==> src/rtl/mcpwm_pkg.sv <==
package mcpwm_pkg;
   localparam int N_PHASE = 3;
   localparam int N_MOD   = 6;
   localparam int N_LEG   = N_PHASE * N_MOD;
   // pi scaled by 2^30
   localparam longint PI_Q30 = 64'sd3373259426;

   // Rounded amplitude * sin of the centre of quarter-wave bin idx (Taylor series in Q30).
   function automatic int quarter_sine(input int idx, input int depth, input int amp);
      longint x, x2, term, acc;
      x    = (PI_Q30 * longint'(2 * idx + 1)) / longint'(4 * depth);
      x2   = (x * x) >>> 30;
      term = x;
      acc  = x;
      for (int k = 1; k <= 7; k++) begin
         term = -((term * x2) >>> 30) / longint'((2 * k) * (2 * k + 1));
         acc  = acc + term;
      end
      return int'((acc * longint'(amp) + (64'sd1 <<< 29)) >>> 30);
   endfunction
endpackage

==> src/rtl/mcpwm_carrier.sv <==
module mcpwm_carrier #(
   parameter int TW = 8
) (
   input  logic                  clk,
   input  logic                  rst_n,
   input  logic                  en,
   input  logic [TW-1:0]         third,
   output logic [TW+2:0]         peak,
   output logic [2:0][TW+2:0]    car
);
   localparam int CW = TW + 3;

   logic [CW-1:0] t_eff, span, cnt;

   always_comb begin
      t_eff = (third == '0) ? CW'(1) : CW'(third);
      span  = (t_eff << 2) + (t_eff << 1);
      peak  = (t_eff << 1) + t_eff;
   end

   always_ff @(posedge clk or negedge rst_n) begin
      if (!rst_n)                 cnt <= '0;
      else if (!en)               cnt <= '0;
      else if (cnt >= span - 1'b1) cnt <= '0;
      else                        cnt <= cnt + 1'b1;
   end

   for (genvar j = 0; j < 3; j++) begin : g_car
      localparam int J2 = 2 * j;
      logic [CW:0] pos;
      always_comb begin
         pos = {1'b0, cnt} + (CW+1)'(J2) * {1'b0, t_eff};
         if (pos >= {1'b0, span}) pos = pos - {1'b0, span};
         car[j] = (pos > {1'b0, peak}) ? CW'({1'b0, span} - pos) : CW'(pos);
      end
   end

   // counter restarts from zero whenever enable is low
   p_restart_r1: assert property (@(posedge clk) disable iff (!rst_n)
      !en |=> cnt == '0);
   // wrap at the end of the period
   p_wrap_r1: assert property (@(posedge clk) disable iff (!rst_n)
      (en && $stable(third) && cnt == span - 1'b1) |=> cnt == '0);
   // steady counting inside the period
   p_count_r1: assert property (@(posedge clk) disable iff (!rst_n)
      (en && $stable(third) && cnt < span - 1'b1) |=> cnt == $past(cnt) + 1'b1);
endmodule

==> src/rtl/mcpwm_ref.sv <==
module mcpwm_ref
   import mcpwm_pkg::*;
#(
   parameter int RW = 12,
   parameter int MW = 10,
   parameter int TW = 8,
   parameter int QB = 6
) (
   input  logic                 clk,
   input  logic                 rst_n,
   input  logic                 en,
   input  logic [31:0]          step,
   input  logic [MW-1:0]        mod_idx,
   input  logic [TW+2:0]        peak,
   output logic [2:0][TW+2:0]   lvl
);
   localparam int CW  = TW + 3;
   localparam int QD  = 1 << QB;
   localparam int AMP = (1 << (RW - 1)) - 1;
   localparam logic signed [RW+MW+1:0] HI  = (RW+MW+2)'(AMP);
   localparam logic signed [RW+MW+1:0] LO  = -(RW+MW+2)'(AMP);
   localparam logic signed [RW:0]      SIX = (RW+1)'(6);
   localparam logic signed [RW:0]      MID = (RW+1)'(1 << (RW - 1));

   logic [RW-2:0] qtab [QD];
   for (genvar g = 0; g < QD; g++) begin : g_tab
      localparam int V = quarter_sine(g, QD, AMP);
      assign qtab[g] = (RW-1)'(V);
   end

   logic [31:0] acc;
   always_ff @(posedge clk or negedge rst_n) begin
      if (!rst_n)   acc <= '0;
      else if (!en) acc <= '0;
      else          acc <= acc + step;
   end

   for (genvar p = 0; p < 3; p++) begin : g_ph
      localparam logic [31:0] OFS = (p == 0) ? 32'h0 : (p == 1) ? 32'hAAAA_AAAB : 32'h5555_5555;
      logic [31:0]             ph, ph3;
      logic [RW-2:0]           m1, m3;
      logic signed [RW:0]      f1, f3, sum, clip, uni;
      logic signed [RW+MW+1:0] prod, sc;
      logic [RW+CW-1:0]        full;
      always_comb begin
         ph   = acc + OFS;
         ph3  = ph + {ph[30:0], 1'b0};
         m1   = ph[30]  ? qtab[~ph[29 -: QB]]  : qtab[ph[29 -: QB]];
         m3   = ph3[30] ? qtab[~ph3[29 -: QB]] : qtab[ph3[29 -: QB]];
         f1   = ph[31]  ? -$signed({2'b00, m1}) : $signed({2'b00, m1});
         f3   = ph3[31] ? -$signed({2'b00, m3}) : $signed({2'b00, m3});
         sum  = f1 + f3 / SIX;
         prod = sum * $signed({1'b0, mod_idx});
         sc   = prod >>> (MW - 1);
         if (sc > HI)      clip = HI[RW:0];
         else if (sc < LO) clip = LO[RW:0];
         else              clip = sc[RW:0];
         uni  = clip + MID;
         full = uni[RW-1:0] * peak;
         lvl[p] = CW'(full >> RW);
      end

      // mapped level always stays below the carrier peak
      p_level_range_r6: assert property (@(posedge clk) disable iff (!rst_n)
         lvl[p] < peak);
   end

   // accumulator cleared while disabled
   p_acc_clear_r4: assert property (@(posedge clk) disable iff (!rst_n)
      !en |=> acc == '0);
   // accumulator advances by the step while enabled
   p_acc_step_r4: assert property (@(posedge clk) disable iff (!rst_n)
      en |=> acc == $past(acc) + $past(step));
endmodule

==> src/rtl/mcpwm_deadband.sv <==
module mcpwm_deadband #(
   parameter int DW = 6
) (
   input  logic          clk,
   input  logic          rst_n,
   input  logic          en,
   input  logic          leg,
   input  logic [DW-1:0] dead,
   output logic          gate_hi,
   output logic          gate_lo
);
   logic          lprev;
   logic [DW-1:0] dcnt;

   always_ff @(posedge clk or negedge rst_n) begin
      if (!rst_n) begin
         lprev   <= 1'b0;
         dcnt    <= '0;
         gate_hi <= 1'b0;
         gate_lo <= 1'b0;
      end else begin
         lprev <= leg;
         if (!en || leg != lprev) begin
            dcnt    <= dead;
            gate_hi <= 1'b0;
            gate_lo <= 1'b0;
         end else if (dcnt != '0) begin
            dcnt    <= dcnt - 1'b1;
            gate_hi <= 1'b0;
            gate_lo <= 1'b0;
         end else begin
            gate_hi <= leg;
            gate_lo <= ~leg;
         end
      end
   end

   // complementary gates never overlap
   p_no_overlap_r10: assert property (@(posedge clk) disable iff (!rst_n)
      !(gate_hi && gate_lo));
   // a leg transition opens a dead interval
   p_dead_open_r9: assert property (@(posedge clk) disable iff (!rst_n)
      (en && leg != lprev) |=> (!gate_hi && !gate_lo));
   // once the interval has elapsed the upper gate tracks the leg
   p_follow_r9: assert property (@(posedge clk) disable iff (!rst_n)
      (en && leg == lprev && dcnt == '0) |=> gate_hi == $past(leg));
   // disabled means both gates off
   p_gates_idle_r8: assert property (@(posedge clk) disable iff (!rst_n)
      !en |=> (!gate_hi && !gate_lo));
endmodule

==> src/rtl/phase_shift_pwm.sv <==
module phase_shift_pwm
   import mcpwm_pkg::*;
#(
   parameter int RW = 12,
   parameter int MW = 10,
   parameter int TW = 8,
   parameter int DW = 6,
   parameter int QB = 6
) (
   input  logic               clk,
   input  logic               rst_n,
   input  logic               enable,
   input  logic [MW-1:0]      mod_index,
   input  logic [TW-1:0]      carrier_third,
   input  logic [31:0]        phase_step,
   input  logic [DW-1:0]      dead_cycles,
   output logic [N_LEG-1:0]   leg_cmd,
   output logic [N_LEG-1:0]   gate_hi,
   output logic [N_LEG-1:0]   gate_lo
);
   localparam int CW = TW + 3;

   initial begin
      assert (RW >= 8 && RW <= 16) else $error("RW out of range");
      assert (MW >= 2 && MW <= 16) else $error("MW out of range");
      assert (TW >= 2 && TW <= 16) else $error("TW out of range");
      assert (QB >= 3 && QB <= 8 && QB <= RW - 2) else $error("QB out of range");
      assert (DW >= 1) else $error("DW out of range");
   end

   logic [CW-1:0]         peak;
   logic [2:0][CW-1:0]    car;
   logic [2:0][CW-1:0]    lvl;
   logic [N_LEG-1:0]      hit;

   mcpwm_carrier #(.TW(TW)) u_car (
      .clk(clk), .rst_n(rst_n), .en(enable), .third(carrier_third),
      .peak(peak), .car(car)
   );

   mcpwm_ref #(.RW(RW), .MW(MW), .TW(TW), .QB(QB)) u_ref (
      .clk(clk), .rst_n(rst_n), .en(enable), .step(phase_step),
      .mod_idx(mod_index), .peak(peak), .lvl(lvl)
   );

   for (genvar m = 0; m < N_MOD; m++) begin : g_mod
      logic [CW-1:0] cval;
      if (m < 3) begin : g_direct
         assign cval = car[m];
      end else begin : g_mirror
         assign cval = peak - car[m-3];
      end
      for (genvar p = 0; p < N_PHASE; p++) begin : g_leg
         assign hit[3*m+p] = (lvl[p] >= cval);
      end
   end

   always_ff @(posedge clk or negedge rst_n) begin
      if (!rst_n)       leg_cmd <= '0;
      else if (!enable) leg_cmd <= '0;
      else              leg_cmd <= hit;
   end

   for (genvar l = 0; l < N_LEG; l++) begin : g_db
      mcpwm_deadband #(.DW(DW)) u_db (
         .clk(clk), .rst_n(rst_n), .en(enable), .leg(leg_cmd[l]),
         .dead(dead_cycles), .gate_hi(gate_hi[l]), .gate_lo(gate_lo[l])
      );
   end

   // legs are off the cycle after enable is low
   p_leg_idle_r8: assert property (@(posedge clk) disable iff (!rst_n)
      !enable |=> leg_cmd == '0);
endmodule

==> config.mk <==
export PLATFORM = sky130hd
export DESIGN_NAME = phase_shift_pwm
export DESIGN_NICKNAME = d
export VERILOG_FILES = /design/src/rtl/mcpwm_pkg.sv /design/src/rtl/mcpwm_carrier.sv /design/src/rtl/mcpwm_ref.sv /design/src/rtl/mcpwm_deadband.sv /design/src/rtl/phase_shift_pwm.sv
export SDC_FILE = /design/constraint.sdc
export NUM_CORES = 2
export LEC_CHECK = 0
export BUFFER_PORTS_ARGS = -buffer_cell sky130_fd_sc_hd__clkbuf_2
export CELL_PAD_IN_SITES_DETAIL_PLACEMENT = 1
export CELL_PAD_IN_SITES_GLOBAL_PLACEMENT = 1
export CORE_MARGIN = 2
export CORE_UTILIZATION = 54
export DETAILED_ROUTE_END_ITERATION = 8
export PLACE_DENSITY_LB_ADDON = 0.2
export SLEW_MARGIN = 20
export SYNTH_ARGS = -nofsm -noshare
export SYNTH_HDL_FRONTEND = slang
export SYNTH_SLANG_ARGS = --single-unit
==> constraint.sdc <==
create_clock -name clk -period 41.5 [get_ports clk]
set_input_delay 0 -clock clk [delete_from_list [all_inputs] [get_ports clk]]
set_output_delay 0 -clock clk [all_outputs]
set_load 0.01 [all_outputs]
==> metrics.md <==
| Metric | Value |
|---|---|
| Area Growth Syn to Fin | `5.130%` |
| Placer Congestion | `0.9588` |
| Worst path max stage delay | `0.80 ns` |
| Layout cells sized above 1 | `5.303%` |
| Congestion Overflow GR | `0` |
| Status | `complete, no violations` |
| RSZ-0062 raised after global routing | `false` |
| Final Cycle Share | `76.51%` |
| CTS clk-pin slew, worst paths | `0.06 ns` |
| Peak Freq | `0.03149 GHz` |
| Global-route wire length before repair | `411100 microns` |
| Syn_nets | `10.97k` |
| Final Max Slew Viols | `0` |
| Post-synthesis sequential area ratio | `7.814%` |
| Initial Util | `54.39%` |
| Via/cell ratio | `6.420` |
| Pre-CTS WS | `10.21 ns` |
| Critical path required time | `42.01 ns` |
| FILL cells | `16.41k` |
| Final min period | `31.75 ns` |
| Critical Path Source | `u_ref.acc[11]` |
| Routed WL | `255700 microns` |
| Ys Warns | `0` |
| CP most frequent cell | `a21oi_1` |
| Layout net count | `10.83k` |
| DIE AREA | `135200 sq um` |
| DR iter-0 viols | `5542` |
| Max-cap viol count | `0` |
| Die Wd | `367.7 microns` |
| H-tree Lvls | `1` |
| CTS tree | `done` |
| Post-synthesis instance area | `71410 sq um` |
| # rows | `133` |
| Worst EP arrival | `32.26 ns` |
| Main combinational cell family by area after synthesis | `adder cells` |
| Initial antenna violation count | `8` |
| Avg Cell Area, Syn | `7.681 sq um` |
| Setup tns final | `0 ns` |
| CTS root buffer | `clkbuf_16` |
| Main synth FF type | `dfrtp_1` |
| Largest net degree at the start of global routing | `118` |
| Slew headroom | `16.71%` |
| Post-synthesis simple-gate area fraction | `19.88%` |
| Post-synth EDFFs | `0` |
| Port bufs | `112` |
| Initial DRT Pass Iterations | `7` |
| Yosys cell types | `116` |
| CP max FO | `22` |
| Die height | `367.7 microns` |
| Core area | `131300 sq um` |
| Hold Crit Class | `in2async` |
| Clk sink count | `223` |
| PnR worst setup slack | `9.748 ns` |
| Number of routed nets with antenna violations | `0` |
| Async SR Flop Fraction | `100.0%` |
| CP max-delay cell | `xor2_1` |
| CP Launch Type | `flip-flop` |
| Post-synthesis compound-gate area fraction | `21.15%` |
| Post-CTS sizing | `0` |
| Seq cells post-synth | `223` |
| Worst Skew | `0.08920 ns` |
| Vias in the first global route | `75.07k` |
| Io pins | `113` |
| Finish-stage setup viols | `0` |
| Clock Latency Late Sink | `0.71 ns` |
| Xor and xnor area share after synthesis | `6.383%` |
| Via count | `70.25k` |
| Final hold vios | `0` |
| Longest Clk Path Bufs | `3` |
| Area share of fa/ha/maj cells after synthesis | `34.64%` |
| Critical Path End Type | `flip-flop` |
| Syn Inst Count | `9297` |
| Reg2reg start | `u_ref.acc[11]` |
| CTS buffer count | `29` |
| Post-DP HPWL | `193000 microns` |
| # DRC | `0` |
| Worst-margin pin slew | `1.240 ns` |
| Mux cell area share after synthesis | `1.267%` |
| Total GRT Usage | `37.24%` |
| Crit Path Category | `reg2reg` |
| Avg WL per Cell | `23.37 microns` |
-- registers in the layout, indices dropped and copies added, names as in the netlist --
signal	count
u_car.cnt	11
u_ref.acc	32
g_db.u_db.gate_hi	18
g_db.u_db.lprev	18
leg_cmd	18
g_db.u_db.gate_lo	18
g_db.u_db.dcnt	108
-- final cells by class --
type	count	area, sq um	share of cell area (%)
Multi-Input combinational cell	7483	59890	79.77
Sequential cell	223	5583	7.436
Inverter	1107	4155	5.535
Timing Repair Buffer	317	2252	3.000
Tap cell	1755	2196	2.925
Clock buffer	44	872.1	1.162
Clock inverter	9	116.4	0.1550
Antenna cell	4	10.01	0.01333
-- synth_stat cells, types with 60 or more instances --
cell type / count / area [sq um]
a31oi_1: 97 / 606.8
nand2_1: 852 / 3198
a211oi_1: 95 / 713.2
xor2_1: 109 / 954.7
and2_1: 276 / 1727
ha_1: 1014 / 12690
fa_1: 595 / 11910
dfrtp_1: 223 / 5580
o21a_1: 70 / 525.5
nor4_1: 67 / 419.2
o21bai_1: 92 / 690.7
inv_1: 1089 / 4088
nand2b_1: 150 / 938.4
buf_4: 60 / 450.4
nand4_1: 66 / 412.9
a21o_1: 139 / 1044
a21oi_1: 658 / 3293
o211ai_1: 76 / 570.6
nor2_1: 713 / 2676
nor2b_1: 122 / 763.2
o21ai_0: 556 / 2783
o31ai_1: 74 / 555.5
nand3_1: 174 / 870.8
xnor2_1: 407 / 3565
clkbuf_1: 344 / 1291
nor3_1: 229 / 1146
-- worst paths after layout --
check                                       endpoint  slack [ns]  cells after the start
worst max register to register           leg_cmd[10]        9.75                    109
worst min register to register   g_db[11].u_db.lprev        0.46                      0
min in group clk                        u_ref.acc[0]        0.26                      4
worst max-delay path                     leg_cmd[10]        9.75                    109
worst min-delay path            g_db[5].u_db.gate_lo        0.06                      2
max in group asynchronous                 leg_cmd[9]       40.07                      3
-- kinds of logic (layout without fill, tap and decap cells) --
group                    after synthesis  in the layout
AO/OA/AOI/OAI                       2346           2346
XOR/XNOR                             518            518
other                                  0              4
adder cells (fa/ha/maj)             1623           1623
AND/OR/NAND/NOR                     2924           2924
multiplexers                          72             72
flip-flops                           223            223
buffers and inverters               1591           1477
-- layer usage --
layer	GRT usage (%)	part of all wire (%)
met4	11.88	3.5
met3	5.213	6.9
met2	63.03	48
met5	0	0.0027
met1	48.86	42
-- placed cells by master (no fill, tap or decap), types with 122 or more instances in the layout --
cell type / Yosys / final
inv_1: 1089 / 1089
ha_1: 1014 / 1014
nand2_1: 852 / 852
nor2_1: 713 / 710
a21oi_1: 658 / 658
fa_1: 595 / 595
o21ai_0: 556 / 553
xnor2_1: 407 / 384
and2_1: 276 / 276
nor3_1: 229 / 226
dfrtp_1: 223 / 221
nand3_1: 174 / 173
buf_4: 60 / 154
nand2b_1: 150 / 150
a21o_1: 139 / 139
nor2b_1: 122 / 122
-- critical path: cells and delay by family, from the launching register on --
kind,cells,cell delay (ns)
AO/OA/AOI/OAI,41,9.26
XOR/XNOR,4,2.47
adder cells (fa/ha/maj),20,8.86
buffers and inverters,15,2.36
flip-flops,1,0.59
multiplexers,3,0.70
AND/OR/NAND/NOR,26,7.24
-- stage by stage --
step                      std cells  area (sq um)  util [%]  hold WS (ns)
after floorplan                9297         71410         -       -0.2956
after global placement        10834         73390     55.90        0.1948
after detailed placement      10834         73400     55.90        0.1976
after CTS                     10938         74900     57.05       0.06699
after global routing          10940         75070     57.18        0.1146
final                         10942         75070     57.18       0.05596
-- repair_timing --
| item | in CTS | in global routing |
|---|---|---|
| hold buffers | 51 | 0 |
| setup buffers | 0 | 0 |
| endpoints found under the hold margin | 167 | 0 |
Power is not shown: default switching activity piles up to over one toggle a cycle in this logic, so the estimate is an artifact.
